<file path="config.mk">
export PLATFORM = sky130hd
export DESIGN_NAME = irq_sih_dual
export DESIGN_NICKNAME = d
export VERILOG_FILES = /design/src/rtl/irq_sih_pkg.sv /design/src/rtl/irq_sih_edge.sv /design/src/rtl/irq_sih_bank.sv /design/src/rtl/irq_sih_dual.sv
export SDC_FILE = /design/constraint.sdc
export NUM_CORES = 1
export LEC_CHECK = 0
export BUFFER_PORTS_ARGS = -buffer_cell sky130_fd_sc_hd__clkbuf_2
export CAP_MARGIN = 20
export CELL_PAD_IN_SITES_DETAIL_PLACEMENT = 0
export CELL_PAD_IN_SITES_GLOBAL_PLACEMENT = 1
export CORE_UTILIZATION = 49
export DETAILED_ROUTE_END_ITERATION = 7
export HOLD_SLACK_MARGIN = 0.05
export PLACE_DENSITY_LB_ADDON = 0.1
export SYNTH_ARGS = -nofsm -noshare
export SYNTH_HDL_FRONTEND = slang
export SYNTH_SLANG_ARGS = --single-unit
</file>
<file path="constraint.sdc">
create_clock -name clk -period 2.65 [get_ports clk]
set_clock_uncertainty 0.15 [all_clocks]
set_input_delay 0.1325 -clock clk [delete_from_list [all_inputs] [get_ports clk]]
set_output_delay 0.1325 -clock clk [all_outputs]
set_load 0.1 [all_outputs]
</file>
<file path="src/rtl/irq_sih_pkg.sv">
package irq_sih_pkg;
  function automatic int bytes_for(input int bits);
    return (bits + 7) / 8;
  endfunction

  typedef struct packed {
    logic pend_dis;
    logic cor;
  } sih_ctrl_t;
endpackage

</file>
<file path="src/rtl/irq_sih_edge.sv">
module irq_sih_edge #(
  parameter int N = 12
) (
  input  logic           clk,
  input  logic           rst_n,
  input  logic [N-1:0]   src_i,
  input  logic [2*N-1:0] edge_sel_i,
  output logic [N-1:0]   evt_o
);
  logic [N-1:0] meta_q, sync_q, prev_q;
  logic [N-1:0] en_any;

  always_ff @(posedge clk) begin
    if (!rst_n) begin
      meta_q <= '0;
      sync_q <= '0;
      prev_q <= '0;
    end else begin
      meta_q <= src_i;
      sync_q <= meta_q;
      prev_q <= sync_q;
    end
  end

  for (genvar i = 0; i < N; i++) begin : g_src
    assign evt_o[i]  = (sync_q[i] & ~prev_q[i] & edge_sel_i[2*i])
                     | (~sync_q[i] & prev_q[i] & edge_sel_i[2*i+1]);
    assign en_any[i] = edge_sel_i[2*i] | edge_sel_i[2*i+1];
  end

  // a source with no edge enabled never produces an event
  a_r2_no_trigger: assert property (@(posedge clk) disable iff (!rst_n)
    (evt_o & ~en_any) == '0);
endmodule

</file>
<file path="src/rtl/irq_sih_bank.sv">
module irq_sih_bank #(
  parameter int N  = 12,
  parameter int SB = 2
) (
  input  logic          clk,
  input  logic          rst_n,
  input  logic [N-1:0]  evt_i,
  input  logic          cor_i,
  input  logic          pend_dis_i,
  input  logic [SB-1:0] st_rd_i,
  input  logic [SB-1:0] st_wr_i,
  input  logic [SB-1:0] mk_wr_i,
  input  logic [SB-1:0] ts_wr_i,
  input  logic [7:0]    wdata_i,
  output logic [N-1:0]  status_o,
  output logic [N-1:0]  mask_o,
  output logic          irq_n_o
);
  logic [N-1:0] st_q, pd_q, mk_q;
  logic [N-1:0] st_d, pd_d, mk_d;

  for (genvar i = 0; i < N; i++) begin : g_bit
    localparam int BY = i / 8;
    localparam int BI = i % 8;
    logic clr, tset;
    assign clr  = cor_i ? st_rd_i[BY] : (st_wr_i[BY] & wdata_i[BI]);
    assign tset = ts_wr_i[BY] & wdata_i[BI];
    assign st_d[i] = evt_i[i] | tset | (st_q[i] & ~clr) | (clr & pd_q[i]);
    assign pd_d[i] = clr ? 1'b0 : (pd_q[i] | (st_q[i] & evt_i[i] & ~pend_dis_i));
    assign mk_d[i] = mk_wr_i[BY] ? wdata_i[BI] : mk_q[i];
  end

  always_ff @(posedge clk) begin
    if (!rst_n) begin
      st_q    <= '0;
      pd_q    <= '0;
      mk_q    <= '1;
      irq_n_o <= 1'b1;
    end else begin
      st_q    <= st_d;
      pd_q    <= pd_d;
      mk_q    <= mk_d;
      irq_n_o <= ~|(st_q & ~mk_q);
    end
  end

  assign status_o = st_q;
  assign mask_o   = mk_q;

  // an unmasked pending bit pulls the line low on the next cycle
  a_r6_irq_follows: assert property (@(posedge clk) disable iff (!rst_n)
    (|(st_q & ~mk_q)) |=> !irq_n_o);
  // a fully masked bank keeps its line high
  a_r5_full_mask: assert property (@(posedge clk) disable iff (!rst_n)
    (&mk_q) |=> irq_n_o);
  // a fresh event always leaves its status bit set
  a_r11_event_wins: assert property (@(posedge clk) disable iff (!rst_n)
    (|evt_i) |=> ((st_q & $past(evt_i)) == $past(evt_i)));
  // a held event only exists behind a set status bit
  a_r9_pend_needs_status: assert property (@(posedge clk) disable iff (!rst_n)
    (pd_q & ~st_q) == '0);
endmodule

</file>
<file path="src/rtl/irq_sih_dual.sv">
module irq_sih_dual
  import irq_sih_pkg::*;
#(
  parameter int N  = 12,
  parameter int AW = 5
) (
  input  logic          clk,
  input  logic          rst_n,
  input  logic [N-1:0]  src_i,
  input  logic          rd_en,
  input  logic          wr_en,
  input  logic [AW-1:0] addr,
  input  logic [7:0]    wdata,
  output logic [7:0]    rdata,
  output logic [1:0]    irq_n
);
  localparam int SB       = bytes_for(N);
  localparam int EB       = bytes_for(2 * N);
  localparam int OFF_CTRL = 0;
  localparam int OFF_EDGE = 1;
  localparam int OFF_ST0  = OFF_EDGE + EB;
  localparam int OFF_MK0  = OFF_ST0 + SB;
  localparam int OFF_ST1  = OFF_MK0 + SB;
  localparam int OFF_MK1  = OFF_ST1 + SB;
  localparam int OFF_TS0  = OFF_MK1 + SB;
  localparam int OFF_TS1  = OFF_TS0 + SB;

  sih_ctrl_t        ctrl_q;
  logic [8*EB-1:0]  edge_q;
  logic [N-1:0]     evt;
  logic [N-1:0]     st [2];
  logic [N-1:0]     mk [2];
  logic [SB-1:0]    st_rd [2];
  logic [SB-1:0]    st_wr [2];
  logic [SB-1:0]    mk_wr [2];
  logic [SB-1:0]    ts_wr [2];
  logic [8*SB-1:0]  st_p [2];
  logic [8*SB-1:0]  mk_p [2];
  logic [7:0]       rsel;

  always_ff @(posedge clk) begin
    if (!rst_n) begin
      ctrl_q <= '0;
      edge_q <= '0;
      rdata  <= '0;
    end else begin
      if (wr_en && addr == AW'(OFF_CTRL)) ctrl_q <= sih_ctrl_t'(wdata[1:0]);
      for (int j = 0; j < EB; j++)
        if (wr_en && addr == AW'(OFF_EDGE + j)) edge_q[8*j +: 8] <= wdata;
      rdata <= rd_en ? rsel : 8'h00;
    end
  end

  irq_sih_edge #(.N(N)) u_edge (
    .clk(clk), .rst_n(rst_n), .src_i(src_i),
    .edge_sel_i(edge_q[2*N-1:0]), .evt_o(evt)
  );

  for (genvar b = 0; b < 2; b++) begin : g_bank
    localparam int SOFF = (b == 0) ? OFF_ST0 : OFF_ST1;
    localparam int MOFF = (b == 0) ? OFF_MK0 : OFF_MK1;
    localparam int TOFF = (b == 0) ? OFF_TS0 : OFF_TS1;
    for (genvar j = 0; j < SB; j++) begin : g_dec
      assign st_rd[b][j] = rd_en && (addr == AW'(SOFF + j));
      assign st_wr[b][j] = wr_en && (addr == AW'(SOFF + j));
      assign mk_wr[b][j] = wr_en && (addr == AW'(MOFF + j));
      assign ts_wr[b][j] = wr_en && (addr == AW'(TOFF + j));
    end
    always_comb begin
      st_p[b] = '0;
      mk_p[b] = '0;
      st_p[b][N-1:0] = st[b];
      mk_p[b][N-1:0] = mk[b];
    end
    irq_sih_bank #(.N(N), .SB(SB)) u_bank (
      .clk(clk), .rst_n(rst_n), .evt_i(evt),
      .cor_i(ctrl_q.cor), .pend_dis_i(ctrl_q.pend_dis),
      .st_rd_i(st_rd[b]), .st_wr_i(st_wr[b]), .mk_wr_i(mk_wr[b]),
      .ts_wr_i(ts_wr[b]), .wdata_i(wdata),
      .status_o(st[b]), .mask_o(mk[b]), .irq_n_o(irq_n[b])
    );
  end

  always_comb begin
    rsel = 8'h00;
    if (addr == AW'(OFF_CTRL)) rsel = {6'b0, ctrl_q};
    for (int j = 0; j < EB; j++)
      if (addr == AW'(OFF_EDGE + j)) rsel = edge_q[8*j +: 8];
    for (int j = 0; j < SB; j++) begin
      if (addr == AW'(OFF_ST0 + j)) rsel = st_p[0][8*j +: 8];
      if (addr == AW'(OFF_MK0 + j)) rsel = mk_p[0][8*j +: 8];
      if (addr == AW'(OFF_ST1 + j)) rsel = st_p[1][8*j +: 8];
      if (addr == AW'(OFF_MK1 + j)) rsel = mk_p[1][8*j +: 8];
    end
  end

  // read data is zero in any cycle not following a read strobe
  a_r12_idle_zero: assert property (@(posedge clk) disable iff (!rst_n)
    !rd_en |=> (rdata == 8'h00));
  // the edge field is untouched by anything but its own writes
  a_r12_edge_kept: assert property (@(posedge clk) disable iff (!rst_n)
    !(wr_en && addr >= AW'(OFF_EDGE) && addr < AW'(OFF_EDGE + EB)) |=> $stable(edge_q));
endmodule

</file>
==> run_results.csv, run 1 <==
group,metric,value,unit
critical_path,arrival,2120,ps
grt,grtUsageTotal,0.317,
sta,period_minus_slack,1980,ps
finish,area_growth,16.9,%
routing,drc,0,
hold_path,hp-class,"primary input to flip-flop",
sta,hold_viol_final,0,
placed_design,port_buffers,38,
critical_path,critPathSlowestCell,"and2_1",
floorplan,rows,41,
routing,final_antenna_net_count,0,
power_and_ir_drop,ir_drop,0.000490,V
hold_path,min_to,"edge_q[10]",
clocking,htreeDepth,4,
critical_path,rrSetupSlack,670,ps
routing,finalWirelength,20200,um
placed_design,dp_slack,401,ps
logic_synthesis,ys_seq_elements,144,
sta,setup_tns,0,ps
logic_synthesis,ys_types,53,
sta,layout_worst_path_cycle_share,0.749,
routing,drt_iter0_drc,531,
logic_synthesis,ys_async_sr_fraction,0,
run,cap_viol_max_count,0,
grt,first_global_vias,5207,
placed_design,routabilityCongestion,0.929,
critical_path,crit_chain,"and2_1 > a21oi_1 > nor2_1 > mux2i_1 > a31oi_1",
finish,drive_above_1_share,0.140,
sta,timing.final.ws_setup,665,ps
grt,grt_pass1_wl,30300,um
floorplan,start_util,0.503,
placed_design,postPlaceCellArea,6630,um^2
sta,finalSetupViolCount,0,
logic_synthesis,ys_warn_count,0,
routing,viasPerCell,5.81,
sta,grt_setup_unrepaired,"no",
floorplan,dieArea,13400,um^2
placed_design,dp_hpwl,14100,um
hold_path,worstHoldPathCells,3,
critical_path,r2r_start,"ctrl_q[0]",
critical_path,ff2ff_path_depth,5,
clocking,clockBufferDepth,2,
finish,nets,817,
routing,dr_total_vias,5652,
run_status,status,"complete, no violations",
floorplan,die_x,116,um
grt,overflow,0,
critical_path,crit_type,"flip-flop to flip-flop",
floorplan,die_y,116,um
critical_path,worst_setup_path_end_kind,"flip-flop",
clocking,clkTransAtPathRegs,60,ps
power_and_ir_drop,power_density,674,nW/um^2
grt,grt_max_degree,75,
finish,final_cell_mix,"dfxtp_1, nand2_1, nor2_1",
logic_synthesis,syn_nets,777,
critical_path,crit_path_max_fanout,8,
critical_path,cp-start-kind,"flip-flop",
critical_path,cpLargestDelayFamily,"simple AND/OR/NAND/NOR gates",
critical_path,critPathBufInv,0,
routing,first_pass_iters,5,
power_and_ir_drop,cellLeakagePower,2.70,nW
sta,slew_headroom,0.478,
logic_synthesis,syn_avg_cell_area,8.49,um^2
clocking,cts_root_buf,"clkbuf_16",
floorplan,fp.coreArea,12600,um^2
logic_synthesis,syn_area,6350,um^2
critical_path,cp_slowest_stage_delay,430,ps
clocking,clock_sinks,144,
critical_path,reg2reg_to,"g_bank[1].u_bank.status_o[1]",
routing,wl_per_cell,20.7,um
sta,fmax,0.504,GHz
floorplan,io_pins,39,
finish,final_common_cell,"dfxtp_1",
sta,maxSlewViolCount,0,
grt,antenna_found_initial,0,
logic_synthesis,ys_seq_area_frac,0.454,
critical_path,cp.required,2780,ps
clocking,clk_latency,430,ps
clocking,cts_tree,"built",
logic_synthesis,synth_edf_count,0,
logic_synthesis,synth_flop_cell,"dfxtp_1",
hold_path,hp-start,"wdata[2]",
finish,diodes,0,
sta,worst_pin_slew,784,ps
finish,fin_area,7420,um^2
clocking,cts_made_buffers,17,
logic_synthesis,synth_cells,748,
==> cell families after synthesis <==
group,after synthesis,share of synthesized area
compound gates,181,0.175
buf+inv,73,0.0497
flops,144,0.454
mux,57,0.0907
simple gates,293,0.230
==> routing by layer <==
metal	global-route usage	share of wire	vias up
met2	0.487	0.46	217
met5	0	0	-
met4	0.130	0.028	0
li1	-	-	2707
met3	0.0753	0.065	35
met1	0.427	0.45	2693
==> worst reg2reg max path: cells and delay by family (launching register included) <==
kind	cells	cell delay [ps]
and+or+nand+nor	2	720
DFF	1	420
AOI/OAI and AO/OA	2	340
muxes	1	210
==> power breakdown <==
group / leakage, nW / total (mW) / internal, mW / switching (mW)
sequential: 1.17 / 2.22 / 2.20 / 0.0217
clock: 0.289 / 2.46 / 1.45 / 1.00
combinational: 1.24 / 0.320 / 0.103 / 0.217
==> worst max path at each step <==
stage / endpoint / cells after the start / slack, ps / start
floorplan: g_bank[0].u_bank.mask_o[6] / 7 / 1110 / addr[3]
global placement: g_bank[1].u_bank.status_o[10] / 6 / 450 / addr[1]
detailed placement: g_bank[1].u_bank.status_o[10] / 6 / 400 / addr[1]
CTS: g_bank[1].u_bank.status_o[1] / 5 / 730 / ctrl_q[0]
global route: g_bank[1].u_bank.status_o[1] / 5 / 590 / ctrl_q[0]
finish: g_bank[1].u_bank.status_o[1] / 5 / 670 / ctrl_q[0]
==> repair_timing <==
item,CTS,global route
setup endpoints to repair,0,0
endpoints found under the hold margin,43,0
buffers inserted,0,0
gates resized for setup,0,0
hold buffers,18,0
==> per-stage QoR <==
step	std cells	util	power [mW]	hold slack [ps]
6_report	973	0.588	5.00	58.0
3_5_place_dp	923	0.526	2.56	193
3_3_place_gp	923	0.526	2.56	188
4_1_cts	973	0.588	5.00	59.1
5_1_grt	973	0.588	5.15	91.0
2_1_floorplan	748	-	2.46	110
==> cell usage after synthesis (3+ instances only) <==
cell      count  area [um^2]
o221ai_1      3         26.3
clkbuf_1     31          116
nor2_1       60          225
o21a_1       12         90.1
inv_1        24         90.1
nand2_1      87          327
dfxtp_1     144         2880
a221oi_1      5         43.8
nand3b_1     13         97.6
nor3_1       28          140
o211ai_1      7         52.6
a22oi_1       5         37.5
o31ai_1       3         22.5
nand3_1      24          120
mux2_2        4         45.0
a21oi_1      54          270
nand2b_1      5         31.3
nor2_2       12         75.1
buf_4         3         22.5
and2_1       38          238
buf_2        12         60.1
a31oi_1      28          175
o22ai_1      12         75.1
o21ai_0      37          185
nor2b_1       9         56.3
mux2i_1      53          531
==> sequential cells by signal (all words and copies together) (netlist names) <==
register,cells
g_bank.u_bank.status_o,24
rdata,8
g_bank.u_bank.pd_q,24
g_bank.u_bank.mask_o,24
edge_q,24
u_edge.sync_q,12
u_edge.prev_q,12
u_edge.meta_q,12
ctrl_q,2
g_bank.u_bank.irq_n_o,2
==> cell type report <==
type	instances	area, um^2
clock buffer	19	453
clock inverter	13	151
fill	1151	5200
inverter	24	90.1
multi-input combinational	531	3150
sequential	144	2880
tap	172	215
timing repair buffer	70	475
(Power assumes the default switching activity.)
==> run 2, diff against run 1 <==
--- a/config.mk
+++ b/config.mk
@@ -9,7 +9,7 @@
 export CAP_MARGIN = 20
 export CELL_PAD_IN_SITES_DETAIL_PLACEMENT = 0
 export CELL_PAD_IN_SITES_GLOBAL_PLACEMENT = 1
-export CORE_UTILIZATION = 49
+export CORE_UTILIZATION = 46
 export DETAILED_ROUTE_END_ITERATION = 7
 export HOLD_SLACK_MARGIN = 0.05
 export PLACE_DENSITY_LB_ADDON = 0.1
==> constraint.sdc (replaced) <==
create_clock -name clk -period 2.1 [get_ports clk]
set_clock_uncertainty 0.15 [all_clocks]
set_input_delay 0.105 -clock clk [delete_from_list [all_inputs] [get_ports clk]]
set_output_delay 0.105 -clock clk [all_outputs]
set_load 0.1 [all_outputs]
==> run_results.csv, run 2 (synthesized netlist as in run 1, its figures left out) <==
group,metric,value,unit
placed_design,port_buffers,38,
routing,finalWirelength,20700,um
power_and_ir_drop,power_density,823,nW/um^2
placed_design,postPlaceCellArea,6810,um^2
grt,antenna_found_initial,0,
critical_path,crit_chain,"dlygate4sd3_1 > clkbuf_2 > nor2b_1 > buf_4 > a21oi_1 > nor2_1 > mux2i_1 > a31oi_1",
sta,finalSetupViolCount,0,
routing,wl_per_cell,20.7,um
critical_path,cp-start-kind,"primary input",
grt,busiest_layer,"met2",
finish,final_cell_mix,"dfxtp_1, nand2_1, nor2_1",
grt,grt_max_degree,49,
critical_path,crit_path_max_fanout,8,
critical_path,worst_setup_path_end_kind,"flip-flop",
floorplan,start_util,0.476,
placed_design,dp_hpwl,15200,um
clocking,clockBufferDepth,2,
clocking,cts_tree,"built",
grt,met1_usage,0.392,
sta,hold_slack,90.8,ps
floorplan,io_pins,39,
critical_path,critPathSlowestCell,"dlygate4sd3_1",
grt,first_global_vias,5675,
placed_design,dp_slack,140,ps
critical_path,critPathBufInv,3,
critical_path,cpLargestDelayFamily,"buffers and inverters",
grt,grtUsageMet3,0.0728,
run,cap_viol_max_count,0,
power_and_ir_drop,power.total,6.27,mW
finish,area_growth,20.1,%
routing,drt_iter0_drc,615,
placed_design,routabilityCongestion,0.960,
floorplan,die_x,119,um
critical_path,rrSetupSlack,260,ps
hold_path,hp-class,"primary input to flip-flop",
finish,nFillCells,1271,
routing,viasPerCell,5.77,
finish,nets,842,
critical_path,cp.required,2250,ps
grt,overflow,0,
clocking,cts_root_buf,"clkbuf_16",
critical_path,crit_type,"primary input to flip-flop",
routing,dr_total_vias,5778,
floorplan,rows,42,
routing,final_antenna_net_count,0,
power_and_ir_drop,cellLeakagePower,2.82,nW
floorplan,dieArea,14300,um^2
critical_path,critPathLaunch,"wr_en",
critical_path,cp-endpoint,"g_bank[0].u_bank.status_o[10]",
sta,maxSlewViolCount,0,
critical_path,path_depth,8,
sta,setup_tns,0,ps
sta,period_minus_slack,1860,ps
critical_path,cp_slowest_stage_delay,540,ps
sta,layout_worst_path_cycle_share,0.885,
run_status,status,"complete, no violations",
finish,diodes,0,
clocking,postCtsResizedCells,0,
clocking,clock_sinks,144,
clocking,htreeDepth,4,
grt,grtUsageTotal,0.308,
critical_path,reg2reg_to,"g_bank[0].u_bank.status_o[10]",
power_and_ir_drop,ir_drop,0.000612,V
finish,fin_area,7620,um^2
sta,fmax,0.538,GHz
sta,grt_setup_unrepaired,"no",
critical_path,arrival,2010,ps
grt,gr-usage-met2,0.486,
critical_path,ff2ff_path_depth,5,
grt,grt_pass1_wl,32200,um
sta,timing.final.ws_setup,241,ps
sta,worst_pin_slew,545,ps
floorplan,die_y,119,um
finish,final_common_cell,"dfxtp_1",
sta,hold_viol_final,0,
clocking,cts_made_buffers,17,
clocking,clkTransAtPathRegs,60,ps
clocking,clk_latency,420,ps
floorplan,fp.coreArea,13300,um^2
sta,slew_headroom,0.638,
finish,drive_above_1_share,0.160,
routing,drc,0,
critical_path,r2r_start,"ctrl_q[0]",
routing,first_pass_iters,5,
-- run 2: worst min path at each step --
stage | start | to | slack, ps | cells after the start
floorplan | src_i[0] | u_edge.meta_q[0] | 80 | 1
global placement | src_i[9] | u_edge.meta_q[9] | 160 | 2
detailed placement | src_i[2] | u_edge.meta_q[2] | 170 | 2
CTS | wdata[4] | edge_q[12] | 60 | 4
global route | wdata[4] | edge_q[12] | 60 | 4
finish | wdata[4] | edge_q[12] | 90 | 4
-- run 2: stage by stage --
stage	instances	utilization
finish	1002	0.571
global route	1002	0.571
CTS	1002	0.571
detailed placement	948	0.510
global placement	948	0.510
floorplan	748	-
-- run 2: cell type report --
cell class	count	area (um^2)	share of cell area
timing repair buffer	95	686	0.0900
sequential	144	2880	0.378
inverter	24	90.1	0.0118
clock buffer	19	443	0.0581
clock inverter	13	150	0.0197
multi-input combinational	531	3150	0.413
tap	176	220	0.0289
-- run 2: power breakdown --
part	total [mW]	internal [mW]	switching (mW)
combinational	0.438	0.155	0.282
sequential	2.80	2.78	0.0272
clock	3.03	1.81	1.23
-- run 2: repair_timing --
action | 4_1_cts | 5_1_grt
hold buffers | 22 | 0
buffers inserted | 0 | 0
hold endpoints to repair | 72 | 0
-- run 2: worst reg2reg max path: cells and delay by family (launching register included) --
kind             cells  cell delay (ps)
AND/OR/NAND/NOR      2              660
flip-flops           1              390
AO/OA/AOI/OAI        2              310
multiplexers         1              210
-- run 2: routing by layer --
layer,up-vias,share of wire
met5,-,0
met4,0,0.043
met3,40,0.062
met2,204,0.46
met1,2769,0.43
li1,2765,-
==> run 3, diff against run 2 <==
--- a/config.mk
+++ b/config.mk
@@ -9,10 +9,11 @@
 export CAP_MARGIN = 20
 export CELL_PAD_IN_SITES_DETAIL_PLACEMENT = 0
 export CELL_PAD_IN_SITES_GLOBAL_PLACEMENT = 1
-export CORE_UTILIZATION = 46
+export CORE_UTILIZATION = 48
 export DETAILED_ROUTE_END_ITERATION = 7
 export HOLD_SLACK_MARGIN = 0.05
 export PLACE_DENSITY_LB_ADDON = 0.1
 export SYNTH_ARGS = -nofsm -noshare
 export SYNTH_HDL_FRONTEND = slang
+export SYNTH_HIERARCHICAL = 1
 export SYNTH_SLANG_ARGS = --single-unit
==> constraint.sdc (replaced) <==
create_clock -name clk -period 2.1 [get_ports clk]
set_clock_uncertainty 0.15 [all_clocks]
set_input_delay 0.105 -clock clk [delete_from_list [all_inputs] [get_ports clk]]
set_output_delay 0.105 -clock clk [all_outputs]
set_load 0.005 [all_outputs]
==> run_results.csv, run 3 <==
group,metric,value,unit
run_status,status,"complete, no violations",
grt,grt_pass1_wl,33400,um
critical_path,cp-start-kind,"primary input",
routing,wl_per_cell,21.7,um
finish,area_growth,19.1,%
finish,final_cell_mix,"dfxtp_1, mux2i_1, nand2_1",
hold_path,hp-class,"primary input to flip-flop",
routing,drc,0,
clocking,clockBufferDepth,2,
critical_path,arrival,2100,ps
placed_design,dp_slack,119,ps
sta,period_minus_slack,1940,ps
critical_path,crit_path_max_fanout,6,
clocking,htreeDepth,4,
logic_synthesis,syn_avg_cell_area,9.48,um^2
clocking,clkTransAtPathRegs,60,ps
routing,first_pass_iters,7,
finish,diodes,0,
routing,finalWirelength,21800,um
finish,fin_area,8280,um^2
sta,slew_headroom,0.407,
floorplan,dieArea,15000,um^2
logic_synthesis,synth_flop_cell,"dfxtp_1",
routing,final_antenna_net_count,0,
power_and_ir_drop,ir_drop,0.000745,V
logic_synthesis,synthSimpleGateAreaFrac,0.278,
logic_synthesis,syn_nets,762,
logic_synthesis,synth_compound_area_frac,0.181,
power_and_ir_drop,cellLeakagePower,3.33,nW
placed_design,placedCellCount,954,
placed_design,postPlaceCellArea,7510,um^2
power_and_ir_drop,power_density,753,nW/um^2
floorplan,rows,43,
logic_synthesis,synth_top_family_by_area,"simple AND/OR/NAND/NOR gates",
logic_synthesis,synthAdderAreaFrac,0,
sta,worst_pin_slew,880,ps
floorplan,die_x,122,um
floorplan,die_y,122,um
routing,viasPerCell,5.93,
sta,grt_setup_unrepaired,"no",
logic_synthesis,synthMuxAreaShare,0.0839,
placed_design,routabilityCongestion,0.917,
clocking,postCtsResizedCells,0,
power_and_ir_drop,power.total,6.24,mW
routing,dr_total_vias,5955,
logic_synthesis,synth_area_leaders,"dfxtp_1, mux2i_1, nand3b_1, o31a_1, nor2b_1",
clocking,cts_root_buf,"clkbuf_16",
clocking,cts_setup_buffers,0,
logic_synthesis,yosys-top-cells-count,"dfxtp_1, mux2i_1, nand2_1",
grt,grt_max_degree,66,
run,cap_viol_max_count,0,
logic_synthesis,ys_seq_area_frac,0.415,
finish,nFillCells,1221,
finish,multi_input_area,3770,um^2
grt,overflow,0,
placed_design,port_buffers,38,
sta,fmax,0.516,GHz
floorplan,io_pins,39,
sta,hold_viol_final,0,
sta,layout_worst_path_cycle_share,0.923,
floorplan,start_util,0.497,
sta,setup_tns,0,ps
logic_synthesis,ys_seq_elements,144,
routing,drt_iter0_drc,379,
critical_path,cp.required,2260,ps
clocking,clk_latency,430,ps
logic_synthesis,syn_area,6950,um^2
logic_synthesis,ys_types,67,
grt,antenna_found_initial,0,
logic_synthesis,synthXorXnorAreaFrac,0,
grt,first_global_vias,5901,
finish,layout.cells.non_filler,1004,
finish,fin_util,0.592,
sta,maxSlewViolCount,0,
floorplan,fp.coreArea,14000,um^2
clocking,cts_made_buffers,17,
sta,finalSetupViolCount,0,
grt,grtUsageTotal,0.307,
placed_design,dp_hpwl,15400,um
logic_synthesis,synth_cells,733,
finish,drive_above_1_share,0.192,
finish,final_common_cell,"dfxtp_1",
logic_synthesis,yosysMostFrequentCell,"dfxtp_1",
logic_synthesis,synth_top_area_frac,0.415,
finish,nets,840,
critical_path,worst_setup_path_end_kind,"flip-flop",
clocking,cts_tree,"built",
logic_synthesis,synth_edf_count,0,
logic_synthesis,ys_async_sr_fraction,0,
sta,hold_slack,67.6,ps
critical_path,crit_type,"primary input to flip-flop",
finish,seqCellArea,2880,um^2
logic_synthesis,netlist.top_cell.by_area,"dfxtp_1",
logic_synthesis,ys_warn_count,6,
clocking,clock_sinks,144,
sta,timing.final.ws_setup,163,ps
-- run 3: cell count changes after synthesis, sizes merged, moves of 22 or more --
cell	delta
a21boi	+27
a21oi	-45
nor2	-56
o31a	+24
nor2b	+24
nand2	-37
nor3b	+24
a21o	+22
and3	+31
nand3b	+29
-- run 3: what timing repair did --
action,4_1_cts,5_1_grt
setup endpoints to repair,0,0
hold buffers,18,0
hold endpoints to repair,50,0
-- run 3: cells by family after synthesis --
kind of cell,Yosys count
DFF,144
muxes,58
buffers and inverters,55
and+or+nand+nor,303
AOI/OAI and AO/OA,173
-- run 3: critical path, cell delays in order --
cell           delay (ps)
clkbuf_2              150
or3b_1                440
buf_4                 180
nor3_2                120
and2_1                170
buf_4                 140
mux2i_1               180
nand2_1                60
dlygate4sd3_1         550
-- run 3: path summary, 6_finish.rpt --
kind | from | to | slack, ps | cells past startpoint
worst max-delay path | addr[0] | g_bank[0].u_bank/mask_o[5] | 160 | 9
worst min-delay path | wdata[6] | g_bank[0].u_bank/mask_o[6] | 70 | 3
worst max register to register | ctrl_q[0] | rdata[0] | 270 | 6
worst min register to register | u_edge/meta_q[4] | u_edge/sync_q[4] | 290 | 1
-- run 3: layer usage --
metal  global-route usage  share of wire  up-vias
met2                0.490           0.47      173
met5                    0              0        -
met3               0.0581          0.043       55
li1                     -              -     2826
met1                0.391           0.45     2901
met4                0.165          0.043        0
-- run 3: layout make-up --
class	instances	share of cell area
Tap cell	180	0.0272
Inverter	13	0.00589
Clock inverter	11	0.0157
Sequential cell	144	0.348
Clock buffer	21	0.0556
Multi-Input combinational cell	534	0.456
Timing Repair Buffer	101	0.0919
-- run 3: report_power, final --
part	internal [mW]	leakage, nW	switching [mW]
registers	2.77	1.17	0.0251
logic	0.175	1.89	0.250
clock network	1.82	0.276	1.19
total	4.77	3.33	1.47
